--- config.mk ---
export PLATFORM = sky130hd
export DESIGN_NAME = sat_err_capture
export DESIGN_NICKNAME = d
export VERILOG_FILES = /design/src/rtl/errcap_pkg.sv /design/src/rtl/flag_slot.sv /design/src/rtl/err_slot.sv /design/src/rtl/sat_err_capture.sv
export SDC_FILE = /design/constraint.sdc
export NUM_CORES = 1
export LEC_CHECK = 0
export BUFFER_PORTS_ARGS = -buffer_cell sky130_fd_sc_hd__buf_2
export CAP_MARGIN = 20
export CORE_AREA = 2 2 177 179
export CTS_CLUSTER_SIZE = 14
export DETAILED_ROUTE_END_ITERATION = 12
export DIE_AREA = 0 0 179 181
export SLEW_MARGIN = 20
export SYNTH_ARGS = -nofsm -noshare
export SYNTH_HDL_FRONTEND = slang
export SYNTH_HIERARCHICAL = 1
export SYNTH_SLANG_ARGS = --single-unit
--- constraint.sdc ---
create_clock -name clk -period 1.5 [get_ports clk]
set_clock_uncertainty 0.05 [all_clocks]
set_input_delay 0.075 -clock clk [delete_from_list [all_inputs] [get_ports clk]]
set_output_delay 0.075 -clock clk [all_outputs]
set_load 0.02 [all_outputs]
--- src/rtl/errcap_pkg.sv ---
package errcap_pkg;
    localparam int RTIO_NB  = 3;
    localparam int PROTO_NB = 4;

    // protocol status bit positions
    localparam int P_UNKNOWN = 0;
    localparam int P_TRUNC   = 1;
    localparam int P_UNDER   = 2;
    localparam int P_OVER    = 3;

    typedef enum logic {
        SLOT_CLEAR = 1'b0,
        SLOT_HELD  = 1'b1
    } slot_state_e;
endpackage

--- src/rtl/flag_slot.sv ---
module flag_slot
    import errcap_pkg::*;
(
    input  logic clk,
    input  logic rst_n,
    input  logic event_i,
    input  logic clear_i,
    output logic flag_o
);
    slot_state_e state_q, state_d;

    always_ff @(posedge clk) begin
        if (!rst_n) state_q <= SLOT_CLEAR;
        else        state_q <= state_d;
    end

    always_comb begin
        state_d = state_q;
        unique case (state_q)
            SLOT_CLEAR: if (event_i)              state_d = SLOT_HELD;
            SLOT_HELD:  if (clear_i && !event_i)  state_d = SLOT_CLEAR;
            default:                              state_d = SLOT_CLEAR;
        endcase
    end

    always_comb begin
        flag_o = (state_q == SLOT_HELD);
    end
endmodule

--- src/rtl/err_slot.sv ---
module err_slot #(
    parameter int DETAIL_W = 16
) (
    input  logic                clk,
    input  logic                rst_n,
    input  logic                event_i,
    input  logic [DETAIL_W-1:0] detail_i,
    input  logic                clear_i,
    output logic                flag_o,
    output logic [DETAIL_W-1:0] detail_o
);
    logic flag;
    logic load;

    flag_slot u_flag (
        .clk    (clk),
        .rst_n  (rst_n),
        .event_i(event_i),
        .clear_i(clear_i),
        .flag_o (flag)
    );

    // details load only on the clear-to-set transition
    assign load = event_i && !flag;

    always_ff @(posedge clk) begin
        if (!rst_n)    detail_o <= '0;
        else if (load) detail_o <= detail_i;
    end

    assign flag_o = flag;
endmodule

--- src/rtl/sat_err_capture.sv ---
module sat_err_capture
    import errcap_pkg::*;
#(
    parameter int CHAN_W = 16,
    parameter int TS_W   = 64
) (
    input  logic              clk,
    input  logic              rst_n,
    input  logic              seq_err_i,
    input  logic [CHAN_W-1:0] seq_chan_i,
    input  logic              coll_err_i,
    input  logic [CHAN_W-1:0] coll_chan_i,
    input  logic              busy_err_i,
    input  logic [CHAN_W-1:0] busy_chan_i,
    input  logic              unk_type_i,
    input  logic              trunc_i,
    input  logic              uf_err_i,
    input  logic [CHAN_W-1:0] uf_chan_i,
    input  logic [TS_W-1:0]   uf_event_ts_i,
    input  logic [TS_W-1:0]   uf_counter_ts_i,
    input  logic              ovf_err_i,
    input  logic              rtio_clr_we_i,
    input  logic [2:0]        rtio_clr_mask_i,
    input  logic              proto_clr_we_i,
    input  logic [3:0]        proto_clr_mask_i,
    output logic [2:0]        rtio_status_o,
    output logic [CHAN_W-1:0] seq_chan_o,
    output logic [CHAN_W-1:0] coll_chan_o,
    output logic [CHAN_W-1:0] busy_chan_o,
    output logic [3:0]        proto_status_o,
    output logic [TS_W-1:0]   uf_chan_o,
    output logic [TS_W-1:0]   uf_event_ts_o,
    output logic [TS_W-1:0]   uf_counter_ts_o
);
    localparam int UF_W  = 3 * TS_W;
    localparam int PAD_W = TS_W - CHAN_W;

    logic [RTIO_NB-1:0]             rtio_evt;
    logic [RTIO_NB-1:0]             rtio_clr;
    logic [RTIO_NB-1:0][CHAN_W-1:0] rtio_chan_in;
    logic [RTIO_NB-1:0][CHAN_W-1:0] rtio_chan_q;
    logic [PROTO_NB-1:0]            proto_evt;
    logic [PROTO_NB-1:0]            proto_clr;
    logic [UF_W-1:0]                uf_detail_in;
    logic [UF_W-1:0]                uf_detail_q;

    assign rtio_evt     = {busy_err_i, coll_err_i, seq_err_i};
    assign rtio_chan_in = {busy_chan_i, coll_chan_i, seq_chan_i};
    assign rtio_clr     = {RTIO_NB{rtio_clr_we_i}} & rtio_clr_mask_i;

    assign proto_evt    = {ovf_err_i, uf_err_i, trunc_i, unk_type_i};
    assign proto_clr    = {PROTO_NB{proto_clr_we_i}} & proto_clr_mask_i;
    assign uf_detail_in = {{PAD_W{1'b0}}, uf_chan_i, uf_event_ts_i, uf_counter_ts_i};

    for (genvar i = 0; i < RTIO_NB; i++) begin : g_rtio
        err_slot #(.DETAIL_W(CHAN_W)) u_slot (
            .clk     (clk),
            .rst_n   (rst_n),
            .event_i (rtio_evt[i]),
            .detail_i(rtio_chan_in[i]),
            .clear_i (rtio_clr[i]),
            .flag_o  (rtio_status_o[i]),
            .detail_o(rtio_chan_q[i])
        );
    end

    for (genvar j = 0; j < PROTO_NB; j++) begin : g_proto
        if (j == P_UNDER) begin : g_detail
            err_slot #(.DETAIL_W(UF_W)) u_slot (
                .clk     (clk),
                .rst_n   (rst_n),
                .event_i (proto_evt[j]),
                .detail_i(uf_detail_in),
                .clear_i (proto_clr[j]),
                .flag_o  (proto_status_o[j]),
                .detail_o(uf_detail_q)
            );
        end else begin : g_plain
            flag_slot u_slot (
                .clk    (clk),
                .rst_n  (rst_n),
                .event_i(proto_evt[j]),
                .clear_i(proto_clr[j]),
                .flag_o (proto_status_o[j])
            );
        end
    end

    assign seq_chan_o      = rtio_chan_q[0];
    assign coll_chan_o     = rtio_chan_q[1];
    assign busy_chan_o     = rtio_chan_q[2];
    assign uf_chan_o       = uf_detail_q[3*TS_W-1:2*TS_W];
    assign uf_event_ts_o   = uf_detail_q[2*TS_W-1:TS_W];
    assign uf_counter_ts_o = uf_detail_q[TS_W-1:0];
endmodule

==> impl_metrics.csv <==
group,metric,value,unit
min_path,hold_path_class,"input pin to register",
critical_path,crit_type,"input pin to register",
floorplan,dieArea,0.0324,sq mm
global_routing,grt_overflow,0,
min_path,hp-start,"proto_clr_mask_i[2]",
clocking,clk_latency,0.52,ns
run,max_cap_viol_count,0,
critical_path,r2r-start,"g_rtio[0].u_slot/u_flag/flag_o",
floorplan,core_region_area,0.0303,sq mm
clocking,cts.sinks,247,
yosys,yosysTopAreaCellShare,49.1,%
placed_design,port_buffers,456,
yosys,synth_edf_count,0,
global_routing,grt_pass1_vias,9714,
sta,drv_slew,0,
global_routing,antenna_found_initial,0,
cells_and_area,nNetsFinal,1989,
yosys,synth.avg_cell_area,9.39,sq um
cells_and_area,fillCellCount,2713,
detailed_routing,met2WireLength,15600,microns
sta,setup_viol,0,
detailed_routing,wl_met1,12100,microns
yosys,syn_area,0.0101,sq mm
detailed_routing,top_layer,"met4",
pwr,p_leak,7.90,nW
detailed_routing,viasPerCell,4.37,
floorplan,initial_core_util,33.2,%
yosys,synth_common_cells,"480 x nand2_1, 247 x dfxtp_1, 240 x mux2i_1",
floorplan,die_x,179,microns
floorplan,io_pins,457,
global_routing,grt_pass1_wl,47700,microns
cells_and_area,final_cells,2197,
sta,final.setup.worst_slack,0.0859,ns
placed_design,placedInstanceArea,0.0128,sq mm
pwr,power_density,1090,mW/mm^2
detailed_routing,drtIter0Drc,385,
critical_path,cp-start-kind,"input pin",
yosys,synth_flop_cell,"dfxtp_1",
placed_design,dp_slack,0.172,ns
detailed_routing,firstDrtPassIters,5,
pwr,irDropWorstVdd,0.000692,V
yosys,synthDominantAreaCellType,"dfxtp_1",
cells_and_area,finalInstanceArea,0.0160,sq mm
yosys,synth_seq_cells,247,
cells_and_area,drive_above_1_share,30.5,%
placed_design,dp_hpwl,20700,microns
clocking,cts_tree,"done",
yosys,synth_area_leaders,"dfxtp_1 49%, mux2i_1 24%, nand2_1 18%",
floorplan,core.rowCount,64,
yosys,yosysWarningCount,6,
clocking,cts_made_buffers,28,
floorplan,die_h,181,microns
detailed_routing,wl_per_cell,14.2,microns
sta,rsz0062_at_grt,"false",
clocking,clk_pin_slew_worst_paths,0.06,ns
yosys,synth-seq-area-share,49.1,%
detailed_routing,drc,0,
global_routing,grt_start_max_net_pins,68,
yosys,syn_inst,1073,
clocking,cts_buffer_depth,3,
cells_and_area,fin_util,52.6,%
yosys,async_flop_share,0,%
critical_path,critPathLaunch,"rst_n",
critical_path,cp-end-kind,"register",
detailed_routing,ant_nets,0,
sta,max_freq,0.707,GHz
yosys,synth_cell_types,13,
detailed_routing,drt_wl_total,31300,microns
placed_design,dp_cells,1928,
sta,timing.setup.tns,0,ns
cells_and_area,syn2layout_area_growth,58.5,%
yosys,yosysMostFrequentCell,"nand2_1",
critical_path,required,1.92,ns
run_status,status,"finished, final reports clean",
sta,min_period,1.41,ns
clocking,cts_htree_levels,1,
critical_path,critPathArrivalTime,1.83,ns
critical_path,path_max_fanout,19,
clocking,root_buffer,"clkbuf_16",
sta,final_hold_viol_count,0,
detailed_routing,wl_met3,2160,microns
placed_design,gp_congestion,0.772,
global_routing,grt_usage,18.1,%
clocking,cts_setup_buffers,0,
sta,period_share,94.3,%
detailed_routing,vias,9599,
[worst max-delay path: stages]
cell and delay (ns):
buf_8 0.17, dlygate4sd3_1 0.63, buf_6 0.18, nand2_1 0.06, mux2i_1 0.13, dlygate4sd3_1 0.57
[path summary, 6_finish.rpt]
kind / endpoint / slack, ns / depth (start not counted)
max: g_rtio[0].u_slot/detail_o[0] / 0.09 / 6
min: g_proto[2].g_detail.u_slot/u_flag/flag_o / 0.04 / 4
min reg2reg: g_proto[2].g_detail.u_slot/detail_o[133] / 0.40 / 2
max reg2reg: g_rtio[0].u_slot/detail_o[0] / 0.10 / 3
[state kept, by name, indices dropped and copies added, names as in the netlist]
register / cells
g_proto.g_detail.u_slot/u_flag/flag_o: 1
g_proto.g_detail.u_slot/detail_o: 192
g_proto.g_plain.u_slot/flag_o: 3
g_rtio.u_slot/u_flag/flag_o: 3
g_rtio.u_slot/detail_o: 48
[final cells by class]
cell class                      instances  area (sq um)  area share, %
Sequential cell                       247          4940           31.0
Timing Repair Buffer                  709          4920           30.8
Multi-Input combinational cell        793          4630           29.0
Clock buffer                           42           855           5.35
Tap cell                              396           495           3.10
Clock inverter                          9           123          0.768
Antenna cell                            1          2.50         0.0157
[placed cells by master (no fill, tap or decap), types with 7 or more instances in the layout]
cell type      count
buf_12            14
nor2b_4           11
buf_2            455
dfxtp_1          247
dlygate4sd3_1    216
conb_1            48
clkbuf_16         29
o21a_1             7
mux2i_1          240
clkbuf_8           8
buf_4             21
and2_1             7
nand2_1          480
[kinds of logic after synthesis]
family | Yosys count | synth area share [%]
buf+inv | 80 | 6.68
flops | 247 | 49.1
other cells | 1 | 0.0372
simple gates | 498 | 19.8
compound gates | 7 | 0.522
mux | 240 | 23.8
[through the flow]
| step | power, mW | hold WS, ns |
|---|---|---|
| floorplan | 9.00 | 0.142 |
| global placement | 9.89 | 0.237 |
| detailed placement | 9.93 | 0.241 |
| CTS | 17.6 | 0.0116 |
| global route | 18.2 | 0.0481 |
| finish | 17.4 | 0.0410 |
[layer usage]
layer | GRT usage, % | up-vias
met4 | 8.98 | 0
met1 | 18.8 | 4328
met2 | 33.5 | 377
met5 | 0 | -
li1 | - | 4800
met3 | 4.04 | 94
[power by group]
part | switching (mW) | internal (mW) | total [mW] | leakage, nW
clock | 2.68 | 4.42 | 7.11 | 0.483
combinational | 1.63 | 1.42 | 3.05 | 5.39
sequential | 0.227 | 6.99 | 7.22 | 2.03
total | 4.54 | 12.8 | 17.4 | 7.90
[what timing repair did]
item / in CTS / in global routing
gates resized for setup: 0 / 2
setup endpoints to repair: 0 / 2
hold buffers: 217 / 0
endpoints found under the hold margin: 199 / 0
Power figures use the tool's default switching activity.
